===== src/rtl/mono_pkg.sv =====
package mono_pkg;

    typedef enum logic [1:0] {
        PH_IDLE = 2'd0,
        PH_DIS  = 2'd1,
        PH_CHG  = 2'd2
    } phase_e;

    typedef struct packed {
        phase_e phase;
        logic   pulse;
    } ctrl_s;

    localparam int unsigned EDGE_N = 3;

endpackage


===== src/rtl/mono_edge.sv =====
module mono_edge
    import mono_pkg::*;
(
    input  logic clk,
    input  logic rst,
    input  logic fall_in,
    input  logic rise_in,
    input  logic clr_in,
    output logic trig_stb
);

    // bit 0: falling-active input, bit 1: rising-active input, bit 2: clear
    localparam logic [EDGE_N-1:0] PREV_RST = 3'b110;

    logic [EDGE_N-1:0] cur;
    logic [EDGE_N-1:0] prev_d, prev_q;
    logic              rise_edge, fall_edge, clr_edge;

    assign cur = {clr_in, rise_in, fall_in};

    always_comb begin
        prev_d    = cur;
        fall_edge = prev_q[0] & ~cur[0];
        rise_edge = ~prev_q[1] & cur[1];
        clr_edge  = ~prev_q[2] & cur[2];
        trig_stb  = cur[2] & ((~cur[0] & rise_edge)
                            | (cur[1] & fall_edge)
                            | (~cur[0] & cur[1] & clr_edge));
    end

    always_ff @(posedge clk) begin
        if (rst) prev_q <= PREV_RST;
        else     prev_q <= prev_d;
    end

endmodule


===== src/rtl/mono_count.sv =====
module mono_count #(
    parameter int unsigned W = 16
) (
    input  logic         clk,
    input  logic         rst,
    input  logic         load,
    input  logic [W-1:0] load_val,
    input  logic         run,
    output logic [W-1:0] cnt_q,
    output logic         last
);

    localparam logic [W-1:0] ONE = W'(1);

    logic [W-1:0] cnt_d;

    always_comb begin
        cnt_d = cnt_q;
        if (load)     cnt_d = load_val;
        else if (run) cnt_d = cnt_q - ONE;
        last = (cnt_q <= ONE);
    end

    always_ff @(posedge clk) begin
        if (rst) cnt_q <= '0;
        else     cnt_q <= cnt_d;
    end

endmodule


===== src/rtl/retrig_mono.sv =====
module retrig_mono
    import mono_pkg::*;
#(
    parameter int unsigned CNT_W = 16
) (
    input  logic             clk,
    input  logic             rst,
    input  logic             trig_fall_n,
    input  logic             trig_rise,
    input  logic             clr_n,
    input  logic [CNT_W-1:0] dis_len,
    input  logic [CNT_W-1:0] chg_len,
    output logic             q_out
);

    ctrl_s            st_d, st_q;
    logic             trig_stb;
    logic             load_dis, load_chg, run;
    logic [CNT_W-1:0] cnt_q;
    logic             cnt_last;
    phase_e           phase_q;

    mono_edge edge_i (
        .clk      (clk),
        .rst      (rst),
        .fall_in  (trig_fall_n),
        .rise_in  (trig_rise),
        .clr_in   (clr_n),
        .trig_stb (trig_stb)
    );

    mono_count #(.W(CNT_W)) count_i (
        .clk      (clk),
        .rst      (rst),
        .load     (load_dis | load_chg),
        .load_val (load_dis ? dis_len : chg_len),
        .run      (run),
        .cnt_q    (cnt_q),
        .last     (cnt_last)
    );

    always_comb begin
        st_d     = st_q;
        load_dis = 1'b0;
        load_chg = 1'b0;
        run      = 1'b0;
        if (!clr_n) begin
            st_d.phase = PH_IDLE;
            st_d.pulse = 1'b0;
        end else begin
            unique case (st_q.phase)
                PH_IDLE: begin
                    if (trig_stb) begin
                        st_d.phase = PH_DIS;
                        st_d.pulse = 1'b1;
                        load_dis   = 1'b1;
                    end
                end
                PH_DIS: begin
                    if (cnt_last) begin
                        st_d.phase = PH_CHG;
                        load_chg   = 1'b1;
                    end else begin
                        run = 1'b1;
                    end
                end
                PH_CHG: begin
                    if (trig_stb) begin
                        st_d.phase = PH_DIS;
                        load_dis   = 1'b1;
                    end else if (cnt_last) begin
                        st_d.phase = PH_IDLE;
                        st_d.pulse = 1'b0;
                    end else begin
                        run = 1'b1;
                    end
                end
                default: begin
                    st_d.phase = PH_IDLE;
                    st_d.pulse = 1'b0;
                end
            endcase
        end
    end

    always_ff @(posedge clk) begin
        if (rst) st_q <= '{phase: PH_IDLE, pulse: 1'b0};
        else     st_q <= st_d;
    end

    assign phase_q = st_q.phase;
    assign q_out   = st_q.pulse;

endmodule


===== config.mk =====
export PLATFORM = sky130hd
export DESIGN_NAME = retrig_mono
export DESIGN_NICKNAME = d
export VERILOG_FILES = /design/src/rtl/mono_pkg.sv /design/src/rtl/mono_edge.sv /design/src/rtl/mono_count.sv /design/src/rtl/retrig_mono.sv
export SDC_FILE = /design/constraint.sdc
export NUM_CORES = 1
export LEC_CHECK = 0
export ABC_CLOCK_PERIOD_IN_PS = 6000
export BUFFER_PORTS_ARGS = -buffer_cell sky130_fd_sc_hd__buf_2
export CAP_MARGIN = 20
export CORE_MARGIN = 4
export CORE_UTILIZATION = 40
export CTS_CLUSTER_SIZE = 20
export DETAILED_ROUTE_END_ITERATION = 10
export PLACE_DENSITY = 0.64
export SETUP_SLACK_MARGIN = 0.2
export SYNTH_ARGS = -nofsm -noshare
export SYNTH_HDL_FRONTEND = slang
export SYNTH_SLANG_ARGS = --single-unit

===== constraint.sdc =====
create_clock -name clk -period 6 [get_ports clk]
set_input_delay 1.2 -clock clk [delete_from_list [all_inputs] [get_ports clk]]
set_output_delay 1.2 -clock clk [all_outputs]
set_load 0.005 [all_outputs]

# Word-level counts from Yosys, hierarchy flattened

Cells that the tools add are included.

Reduce and logical (&&, ||, !) cells: 6
Equal/unequal tests: 7
Multiplexer cells: 20
$lt $le $gt $ge: 1
Bitwise logic cells: 16
$add $sub $neg: 1

Operators with widths:

| operator                | count |
|---|---|
| $mux W16                | 3 |
| $le A16 B1 Y1 const B   | 1 |
| $sub A16 B1 Y16 const B | 1 |
| $mux W1                 | 10 |
| $and A1 B1 Y1           | 8 |
| $mux W3                 | 2 |
| $ne A2 B2 Y1 const B    | 3 |
| $pmux W2 S3             | 1 |
| $not A1 Y1              | 5 |
| $mux W2                 | 2 |
| $reduce_and A4 Y1       | 1 |
| $reduce_or A2 Y1        | 2 |
| $ne A3 B2 Y1 const B    | 1 |
| $or A1 B1 Y1            | 3 |
| $pmux W1 S3             | 1 |
| $reduce_and A3 Y1       | 1 |
| $eq A2 B1 Y1 const B    | 1 |
| $eq A2 B2 Y1 const B    | 1 |
| $logic_not A2 Y1        | 1 |
| $ne A2 B1 Y1 const B    | 1 |
| $pmux W1 S2             | 1 |
| $reduce_bool A2 Y1      | 1 |

Input bits: 37
Register bits after elaboration: 22
Logic and storage cells: 55

# Depth between registers and ports, before layout

Gate-level depths: netlist (run 1).

Depth after elaboration: 11
Depth in mapped cells: 8

# By module

Synthesis (run 1) repeated with hierarchy kept, for this count alone.

Cells, all modules: 169
Area, all modules: 1512.7 um^2

By module, submodules not included:

| module      | seq. area each (um^2) | area an instance (um^2) | times used | cells each |
|---|---|---|---|---|
| mono_count  | 320.3                 | 883.3                   | 1          | 108 |
| retrig_mono | 60.1                  | 528.0                   | 1          | 52 |
| mono_edge   | 60.1                  | 101.3                   | 1          | 9 |

# Worst setup path after synthesis (run 1)

OpenSTA, ideal clock, no wires.

Path type: input to register
Start: input port clr_n
End: register count_i.cnt_q[15]
Arrival: 2431 ps
Stages on the path: 5
Setup time: 136 ps
Path buffers: 0
Path slack: 3433 ps
Cell sequence: nor4bb_1 -> a21o_2 -> or4b_2 -> nand4_1 -> o221ai_1

Word-level cells in the longest chain between the ends: 9
Elaborated cells on any way between the ends: 15

Ends and longest elaborated chain:

| what                                                  | line                                 | source |
|---|---|---|
| start: declaration                                    | retrig_mono.sv:10                    | `input logic clr_n,` |
| $and A1 B1 Y1                                         | mono_edge.sv:25                      | `clr_edge = ~prev_q[2] & cur[2];` |
| $and A1 B1 Y1                                         | mono_edge.sv:28                      | `\| (~cur[0] & cur[1] & clr_edge));` |
| $or A1 B1 Y1                                          | mono_edge.sv:28                      |  |
| $and A1 B1 Y1                                         | mono_edge.sv:26                      | `trig_stb = cur[2] & ((~cur[0] & rise_edge)` |
| $mux W1                                               | retrig_mono.sv:53, retrig_mono.sv:68 |  |
| $mux W1                                               | n/a                                  |  |
| $mux W1                                               | retrig_mono.sv:47                    | `if (!clr_n) begin` |
| $mux W16 / $or A1 B1 Y1 (equally long branches)       | retrig_mono.sv:36, retrig_mono.sv:35 |  |
| $mux W16 / $reduce_bool A2 Y1 (equally long branches) | n/a                                  |  |
| end signal: assignment                                | mono_count.sv:26                     | `else cnt_q <= cnt_d;` |
| end: declaration                                      | mono_count.sv:9                      | `output logic [W-1:0] cnt_q,` |

Several ways; a longest one is shown, not always the timed one.
A chain may end at the register's enable or synchronous reset.

# Final worst setup path (run 1)

Start: input port clr_n
End: register count_i.cnt_q[3]

The elaborated chain is that of the path after synthesis.

==> results of run 1 <==
==> final cells by class <==
type,count,share of cell area [%]
timing repair buffer,39,11.4
tap,46,3.28
clock buffer,4,3.14
sequential,22,25.1
inverter,5,1.07
multi-input combinational,134,56.0
==> flip-flops by register name, summed over array words and instances (netlist names) <==
register	count
count_i.cnt_q	16
edge_i.prev_q	3
phase_q	2
q_out	1
==> worst register-to-register path: stages, from the launching register on <==
cell and delay (ns):
dfxtp_1 0.42, inv_1 0.12, ha_1 0.24, o211ai_1 0.18
buf_4 0.27, nand4_1 0.55, o221ai_1 0.41, a31oi_1 0.06
==> layout by cell type (no fill, tap or decap), types with 6 or more instances in the layout <==
cell      instances
buf_2            37
a31oi_1          10
a21oi_1          12
dfxtp_1          22
and2_1            7
o221ai_1         14
or3_1             7
nor4_1            6
ha_1              7
==> per-layer routing <==
layer	GRT usage, %	routed length, um
met5	0	0
met4	6.33	55
met3	2.59	208
met2	33.4	2090
met1	27.4	2060
==> kinds of logic after synthesis <==
kind of cell | share of synthesized area (%)
buffers and inverters | 3.64
adders and majority gates | 5.93
and+or+nand+nor | 27.5
DFF | 29.8
xor gates and xnor gates | 4.15
AOI/OAI and AO/OA | 29.0
==> worst paths after layout <==
kind / start / endpoint / slack [ns] / cells past startpoint
max reg2reg: phase_q[1] / count_i.cnt_q[3] / 3.62 / 7
max: clr_n / count_i.cnt_q[3] / 3.22 / 7
min reg2reg: count_i.cnt_q[7] / count_i.cnt_q[7] / 0.54 / 2
min: count_i.cnt_q[7] / count_i.cnt_q[7] / 0.54 / 2
==> power breakdown <==
part | switching (mW) | internal (mW)
Sequential | 0.00696 | 0.152
Combinational | 0.0457 | 0.0327
Clock | 0.0515 | 0.0586
Total | 0.104 | 0.244
==> per-stage QoR <==
step | worst slack, ns | hold slack, ns | std cells | power (mW)
final | 3.22 | 0.536 | 250 | 0.348
after global placement | 3.02 | 0.506 | 245 | 0.238
after CTS | 3.23 | 0.529 | 250 | 0.347
after floorplan | 3.43 | 0.482 | 168 | 0.216
after global routing | 2.98 | 0.548 | 250 | 0.364
after detailed placement | 2.94 | 0.522 | 246 | 0.240
==> metrics.md, run 1 <==
| Metric | Value |
|---|---|
| Critical Path RT | 6.15 ns |
| Port Buffer Count | 37 |
| CP max stage cell | nand4_1 |
| Core Area | 3440 um2 |
| Syn. warnings | 0 |
| Crit Path Class | in -> reg |
| Worst-path maximum fanout | 19 |
| Fin area | 1750 um2 |
| Setup violators final | 0 |
| Clock slew seen by the registers of the worst setup and hold paths | 0.08 ns |
| Hold_buf cts | 0 |
| Final worst-path cycle share | 46.3% |
| Dpl hpwl | 3.32 mm |
| Antenna Cells | 0 |
| Post-synthesis register bit count | 22 |
| RSZ-0062 raised after global routing | false |
| WP data arrival | 2.92 ns |
| Register area share after synthesis | 29.8% |
| Site Rows | 21 |
| Worst-margin pin slew | 0.646 ns |
| Vias per std cell | 6.22 |
| Setup_tns | 0 ns |
| Final Hold Vio Count | 0 |
| CTS resizes | 0 |
| Post-Synthesis Net Count | 212 |
| Post-synth EDFFs | 0 |
| Area of the multi-input gates | 982 um2 |
| FILL cells | 349 |
| Crit-path cells | buf_2, and3b_1, o211ai_1, buf_4, nand4_1, o221ai_1, a31oi_1 |
| Post-CTS setup buffers | 0 |
| Die Ht | 68.8 um |
| Top cell type's share of synthesized area | 29.8% |
| Vias | 1555 |
| Wirelength per Cell | 17.7 um |
| DRT Pass-1 Iters | 4 |
| Layout cell share with drive strength beyond 1 | 27.9% |
| Placed cell area | 1700 um2 |
| Worst Setup Start Kind | primary input |
| IO Count | 38 |
| PD cells | 198 nW/um2 |
| ANT nets after route | 0 |
| Largest stage delay on the critical path | 0.55 ns |
| Die Span X | 68.8 um |
| Vias in the first global route | 1518 |
| Status | finished, final reports clean |
| H-Tree Depth | 1 |
| Clock Skew | 0.00419 ns |
| Total global routing overflow | 0 |
| Maximum vdd drop | 0.0789 mV |
| Placer Congestion | 0.976 |
| CTS Root Cell | clkbuf_8 |
| Routed wire length | 4.41 mm |
| Max-cap violations | 0 |
| Distinct cells, synth | 47 |
| Initial antenna violation count | 0 |
| Clock sink count | 22 |
| Pin count of the biggest net entering global routing | 20 |
| Area growth syn-to-layout | 18.8% |
| GRT Total Usage | 20.3% |
| Top cells by area, synth | dfxtp_1 30%, o221ai_1 8.3%, ha_1 5.9% |
| Starting Density | 42.9% |
| CTS tree | built |
| TritonCTS buffer count | 3 |
| Top-count cell post-synth | dfxtp_1 |
| Synth top cells by count | 22 x dfxtp_1, 14 x o221ai_1, 12 x a21oi_1, 10 x a31oi_1 |
| Leading register cell type out of synthesis | dfxtp_1 |
| Clock Latency Late Sink | 0.27 ns |
| Avg Cell Area, Syn | 8.79 um2 |
| Clock Tree Buf Depth | 2 |
| Sequential cell area | 440 um2 |
| Post-Syn Area | 1480 um2 |
| Full die area | 4730 um2 |
| HP Class | reg -> reg |
| Util after Layout | 51.0% |
| Max transition margin | 56.8% |
| Cells after synthesis | 168 |
| FMAX | 360 MHz |
| Ys async rst share | 0% |
| First-pass GRT wire length | 7.27 mm |
| Min Tclk post-route | 2.78 ns |
| Leading area contributor after synthesis | dfxtp_1 |
| Residual DRC | 0 |
| Final Slew Violations | 0 |
| CP endpoint kind | register |
| P_leak | 0.667 nW |
| Crit path max-delay family | simple AND/OR/NAND/NOR gates |
| WP buf/inv | 2 |
| Initial DRC Count | 122 |
| Layout net count | 249 |
(Power assumes the default switching activity.)
==> run 2: changes to the inputs <==
ABC_AREA = 1   (was not set)
ABC_CLOCK_PERIOD_IN_PS = 2750   (was 6000)
PLACE_DENSITY = 0.62   (was 0.64)
clock period = 2.75 ns   (was 6 ns; I/O delays follow)
==> run 2 against run 1 <==
Compared with the run above:
- hold slack worse by 0.062 ns
- sequential cell count unchanged
- clock skew down 0.0025 ns
- highest routed layer unchanged
- critical path type is now reg -> reg
- largest cell class unchanged
==> metrics.md, run 2 <==
| Metric | Value |
|---|---|
| Die Span X | 76.2 um (+11%) |
| IO Count | 38 (unchanged) |
| Register area share after synthesis | 23.7% (-6.1 points) |
| H-Tree Depth | 1 (unchanged) |
| Setup violators final | 0 (unchanged) |
| Min Tclk post-route | 2.20 ns |
| Syn. warnings | 0 (unchanged) |
| Clock Skew | 0.00170 ns (-0.00249 ns) |
| Max-cap violations | 0 (unchanged) |
| Initial antenna violation count | 0 (unchanged) |
| Worst-margin pin slew | 0.410 ns (-0.236 ns) |
| Area growth syn-to-layout | 12.2% |
| Post-synth EDFFs | 0 (unchanged) |
| First-pass GRT wire length | 7.02 mm (-3.4%) |
| Hold_buf cts | 0 (unchanged) |
| Commonest non-fill, non-tap cells in the layout | 95 x nand2_1, 37 x buf_2, 34 x nor2_1 |
| Sequential cell area | 440 um2 (unchanged) |
| Placer Congestion | 0.874 (-10%) |
| Vias in the first global route | 1549 (+2.0%) |
| FILL cells | 482 (+38%) |
| WP data arrival | 2.41 ns (-0.51 ns) |
| Post-synthesis register bit count | 22 (unchanged) |
| Clock Tree Buf Depth | 2 (unchanged) |
| Layout cell share with drive strength beyond 1 | 22.4% (-5.6 points) |
| CTS tree | built |
| Post-Syn Area | 1860 um2 (+26%) |
| Wirelength per Cell | 11.3 um (-36%) |
| Pin count of the biggest net entering global routing | 23 (+15%) |
| Ys async rst share | 0% (unchanged) |
| Initial DRC Count | 95 (-22%) |
| DRT Pass-1 Iters | 4 (unchanged) |
| Layout net count | 367 (+47%) |
| Full die area | 5800 um2 (+23%) |
| Top reg by flops | count_i.cnt_q |
| Vias | 1754 (+13%) |
| Setup_tns | 0 ns (unchanged) |
| Maximum vdd drop | 0.163 mV (+110%) |
| Top-count cell post-synth | nand2_1 |
| Antenna Cells | 0 (unchanged) |
| Routed wire length | 4.24 mm (-3.9%) |
| Dpl hpwl | 3.43 mm (+3.3%) |
| Worst-path maximum fanout | 22 (+3) |
| Cells after synthesis | 292 (+74%) |
| FMAX | 454 MHz |
| Leading register cell type out of synthesis | dfxtp_1 |
| Clock Latency Late Sink | 0.26 ns (about the same) |
| Max transition margin | 72.6% (+16 points) |
| Site Rows | 24 (+14%) |
| Critical Path RT | 2.96 ns (-3.19 ns) |
| CTS Root Cell | clkbuf_8 |
| Status | finished, final reports clean |
| Port Buffer Count | 37 (unchanged) |
| P_leak | 1.05 nW (+58%) |
| Residual DRC | 0 (unchanged) |
| Die Ht | 76.2 um (+11%) |
| Top cells by area, synth | dfxtp_1 24%, nand2_1 19%, nand3_1 7.8% |
| CTS resizes | 0 (unchanged) |
| Top cell type's share of synthesized area | 23.7% (-6.1 points) |
| Final Hold Vio Count | 0 (unchanged) |
| Post-CTS setup buffers | 0 (unchanged) |
| HP Class | reg -> reg |
| Final WS setup | 0.549 ns (-2.67 ns) |
| GRT Total Usage | 14.3% (-6.0 points) |
| Final Slew Violations | 0 (unchanged) |
| Core Area | 4410 um2 (+28%) |
| Leading area contributor after synthesis | dfxtp_1 |
| Total global routing overflow | 0 (unchanged) |
| Distinct cells, synth | 34 (-28%) |
| Largest stage delay on the critical path | 0.41 ns (-0.14 ns) |
| Clock sink count | 22 (unchanged) |
| Synth top cells by count | 95 x nand2_1, 34 x nor2_1, 29 x nand3_1, 24 x inv_1, 22 x dfxtp_1 |
| Area of the multi-input gates | 1230 um2 (+25%) |
| Max FFs per register | 16 (unchanged) |
| TritonCTS buffer count | 3 (unchanged) |
| CP endpoint kind | register |
| Worst Setup Start Kind | register |
| Post-Synthesis Net Count | 336 (+58%) |
| Crit-path cells | inv_1, ha_1, or2_1, nand2_4, nand2_8, inv_6, nand2_4, inv_2, nand2_1, a21oi_2 |
| Most common cell after layout, fill and taps aside | nand2_1 |
| Avg Cell Area, Syn | 6.37 um2 (-28%) |
| RSZ-0062 raised after global routing | false |
| Most frequent CP cell | nand2_4 |
| ANT nets after route | 0 (unchanged) |
| Final worst-path cycle share | 80.0% |
| Crit Path Class | reg -> reg |
| Starting Density | 42.1% (-0.77 points) |
| PD cells | 483 nW/um2 (+140%) |
| Pre-CTS setup slack | 0.455 ns (-2.49 ns) |
| Vias per std cell | 4.69 (-25%) |
| CP max stage cell | dfxtp_1 |
| Clock slew seen by the registers of the worst setup and hold paths | 0.08 ns (about the same) |
-- run 2: cell types whose count changed after synthesis, moves of 7 or more --
cell      previous run  this run
nand2_1              2        95
nor2_1               2        34
nand3_1              4        29
inv_1                5        24
o221ai_1            14         0
a21oi_2              0         9
a31oi_1             10         1
o21ai_0              5        14
and2_1               7         0
or3_1                7         0
-- run 2: critical path: cells and delay by family (launching register included) --
| kind | cells | cell delay (ns) |
|---|---|---|
| simple gates | 5 | 0.88 |
| buf+inv | 3 | 0.46 |
| compound gates | 1 | 0.13 |
| fa+ha+maj | 1 | 0.24 |
| flops | 1 | 0.41 |
-- run 2: cell families after synthesis --
| group | count (synthesis) | synth area share [%] |
|---|---|---|
| flip-flops | 22 | 23.7 |
| AO/OA/AOI/OAI | 33 | 11.2 |
| XOR/XNOR | 9 | 4.24 |
| AND/OR/NAND/NOR | 182 | 45.8 |
| buffers and inverters | 39 | 10.4 |
| adder cells (fa/ha/maj) | 7 | 4.71 |
-- run 2: metal layers --
| layer | wire length, um | up-vias | track usage (%) |
|---|---|---|---|
| met1 | 2290 | 734 | 21.7 |
| met4 | 63 | 0 | 4.72 |
| met5 | 0 | - | 0 |
| met2 | 1690 | 36 | 20.5 |
| li1 | - | 977 | - |
| met3 | 195 | 7 | 1.65 |
-- run 2: path summary, 6_finish.rpt --
kind	from	to	slack, ns	cells past startpoint
setup reg to reg	phase_q[0]	count_i.cnt_q[15]	0.55	10
hold reg to reg	q_out	q_out	0.47	2
setup / recovery	phase_q[0]	count_i.cnt_q[15]	0.55	10
hold / removal	q_out	q_out	0.47	2
-- run 2: where the power goes --
part           total (mW)  internal, mW  switching [mW]
Sequential          0.362         0.339          0.0230
Combinational       0.408         0.160           0.248
Clock               0.238         0.128           0.110
Total                1.01         0.627           0.381
-- run 2: through the flow --
stage | cell area [um2] | hold WS (ns) | power (mW) | utilization (%) | cells
after floorplan | 1860 | 0.461 | 0.688 | - | 292
after global placement | 2030 | 0.455 | 0.778 | 46.0 | 370
after detailed placement | 2030 | 0.466 | 0.775 | 46.0 | 370
after CTS | 2090 | 0.483 | 1.01 | 47.3 | 374
after global routing | 2090 | 0.477 | 1.08 | 47.3 | 374
final | 2090 | 0.474 | 1.01 | 47.3 | 374
-- run 2: area by class of cell --
class	instances	area share (%)
clock buffer	4	2.64
inverter	27	5.10
multi-input combinational	231	58.8
sequential	22	21.1
tap	52	3.12
timing repair buffer	38	9.24
==> run 3: changes to the inputs <==
ABC_CLOCK_PERIOD_IN_PS = 2200   (was 2750)
clock period = 2.2 ns   (was 2.75 ns; I/O delays follow)
==> run 3 against run 2 <==
Compared with the run above:
- utilization is 0.85 points higher
- fmax is 18% higher
- via count is 2.1% higher
- die area stayed put
- critical path depth is 4 higher
- register-to-register slack worse by 0.21 ns
- clock skew is 0.0088 ns higher
- clock-buffer cell count stayed put
- design area is 1.8% higher
- final cell count is 1.1% higher
- wire length is 1.4% higher
- sequential power is 25% higher
- critical path type unchanged
- critical endpoint is now count_i.cnt_q[1]
- largest cell class unchanged
- largest power group unchanged
- highest routed layer unchanged
==> metrics.md, run 3 (synthesized netlist as in run 2, its figures left out) <==
| Metric | Value |
|---|---|
| Residual DRC | 0 (unchanged) |
| Core Area | 4410 um2 (unchanged) |
| Total global routing overflow | 0 (unchanged) |
| Port Buffer Count | 37 (unchanged) |
| P_sw | 0.464 mW (+22%) |
| Dpl hpwl | 3.41 mm (-0.78%) |
| Most common cell after layout, fill and taps aside | nand2_1 |
| Setup violators final | 0 (unchanged) |
| Initial DRC Count | 79 (-17%) |
| Internal power | 0.789 mW (+26%) |
| Vias per std cell | 4.74 (+1.0%) |
| Worst Setup Start Kind | register |
| FMAX | 538 MHz (+18%) |
| Top reg by flops | count_i.cnt_q |
| HP Class | in -> reg |
| Clock Latency Late Sink | 0.27 ns (about the same) |
| Site Rows | 24 (unchanged) |
| Min Tclk post-route | 1.86 ns (-0.340 ns) |
| CTS Root Cell | clkbuf_8 |
| Die Ht | 76.2 um (unchanged) |
| Setup_tns | 0 ns (unchanged) |
| Clock share of power | 23.7% (about the same) |
| Starting Density | 42.1% (unchanged) |
| Crit Path Class | reg -> reg |
| WP data arrival | 2.03 ns (-0.38 ns) |
| First-pass GRT wire length | 7.51 mm (+6.9%) |
| Clock slew seen by the registers of the worst setup and hold paths | 0.09 ns (about the same) |
| ANT nets after route | 0 (unchanged) |
| Crit path max-delay family | simple AND/OR/NAND/NOR gates |
| RSZ-0062 raised after global routing | true |
| WP buf/inv | 4 (+1) |
| Initial antenna violation count | 0 (unchanged) |
| Final Hold Vio Count | 0 (unchanged) |
| Max-cap violations | 0 (unchanged) |
| GRT Total Usage | 15.2% (+0.89 points) |
| Vias in the first global route | 1679 (+8.4%) |
| Wirelength per Cell | 11.4 um (+0.30%) |
| Sequential cell area | 442 um2 (+0.28%) |
| Commonest non-fill, non-tap cells in the layout | 95 x nand2_1, 37 x buf_2, 34 x nor2_1 |
| FILL cells | 460 (-4.6%) |
| CTS tree | built |
| Crit-path cells | inv_2, ha_2, inv_1, nand2_1, nand2_1, nor2_4, nand3_4, nand2_8, inv_6, nand2_4, buf_6, o21ai_0, nor2_1, nor2_1 |
| Register share of total power | 36.1% (+0.2 points) |
| Layout net count | 371 (+1.1%) |
| R2r setup slk | 0.34 ns (-0.21 ns) |
| IO Count | 38 (unchanged) |
| Area of the multi-input gates | 1230 um2 (+0.20%) |
| Hold_buf cts | 0 (unchanged) |
| Vias | 1791 (+2.1%) |
| CP max stage cell | dfxtp_1 |
| Pin count of the biggest net entering global routing | 22 (-4.3%) |
| Comb power frac | 40.2% (-0.3 points) |
| Antenna Cells | 0 (unchanged) |
| H-Tree Depth | 1 (unchanged) |
| Status | finished, final reports clean |
| Clock sink count | 22 (unchanged) |
| PD cells | 590 nW/um2 (+22%) |
| Layout cell share with drive strength beyond 1 | 24.2% (+1.9 points) |
| Die Span X | 76.2 um (unchanged) |
| Area growth syn-to-layout | 14.2% |
| Full die area | 5800 um2 (unchanged) |
| Worst hold slack | 0.376 ns (-0.0974 ns) |
| Sw frac | 37.0% (-0.78 points) |
| Largest stage delay on the critical path | 0.34 ns (-0.07 ns) |
| TritonCTS buffer count | 3 (unchanged) |
| P_leak | 1.07 nW (+2.0%) |
| Clock Skew | 0.0105 ns (+0.00877 ns) |
| Max transition margin | 71.4% (-1.2 points) |
| Routed wire length | 4.30 mm (+1.4%) |
| DRT Pass-1 Iters | 4 (unchanged) |
| Critical Path RT | 2.37 ns (-0.59 ns) |
| Clock Tree Buf Depth | 2 (unchanged) |
| Worst-margin pin slew | 0.428 ns (+0.0175 ns) |
| Util after Layout | 48.1% (+0.85 points) |
| Max FFs per register | 16 (unchanged) |
| Placer Congestion | 0.882 (+0.88%) |
| Maximum vdd drop | 0.203 mV (+24%) |
| CP endpoint kind | register |
| Worst-path maximum fanout | 12 (-45%) |
| Final Slew Violations | 0 (unchanged) |
| Final worst-path cycle share | 84.6% (+4.5 points) |
run 3: cell count changes in the layout (fill, tap and decap cells not counted):
cell     previous run  this run
buf_4               1         4
buf_6               0         1
dfxtp_1            22        21
dfxtp_2             0         1
ha_1                7         6
ha_2                0         1
inv_1              24        23
inv_2               2         3
run 3: power groups by stage:
stage               combinational [mW]  clock, mW  sequential (mW)
global placement                 0.502          0            0.462
global route                     0.578      0.320            0.457
detailed placement               0.499          0            0.461
CTS                              0.504      0.305            0.452
finish                           0.503      0.297            0.452
floorplan                        0.406          0            0.454
run 3: worst paths after layout:
kind / start / endpoint / depth (start not counted)
setup / recovery: count_i.cnt_q[0] / count_i.cnt_q[1] / 14
hold / removal: trig_rise / edge_i.prev_q[1] / 2
setup reg to reg: count_i.cnt_q[0] / count_i.cnt_q[1] / 14
hold reg to reg: q_out / q_out / 2
run 3: timing repair:
| item | in CTS | in global routing |
|---|---|---|
| resized for setup | 0 | 4 |
| setup buffers | 1 | 0 |
| pin swaps | 1 | 0 |
| endpoints found under the setup margin | 1 | 14 |
| gates cloned | 0 | 0 |
run 3: layout make-up:
| type | instances | area share [%] |
|---|---|---|
| multi-input cells | 231 | 57.9 |
| inverters | 27 | 5.01 |
| well taps | 52 | 3.06 |
| flip-flops and latches | 22 | 20.8 |
| clock buffers | 4 | 2.59 |
| repair buffers | 42 | 10.7 |
run 3: per-stage QoR:
step           power (mW)  instances  cell area, um2  setup WS [ns]
6_report             1.25        378            2120          0.340
3_5_place_dp        0.960        373            2050          0.172
5_1_grt              1.35        378            2120          0.150
2_1_floorplan       0.860        292            1860          0.461
3_3_place_gp        0.964        373            2050          0.249
4_1_cts              1.26        378            2120          0.228
run 3: routing by layer:
layer,up-vias,wire [um],global-route usage (%)
met3,5,176,1.89
met5,-,0,0
met2,44,1790,22.7
li1,986,-,-
met1,756,2280,22.6
met4,0,49,4.20
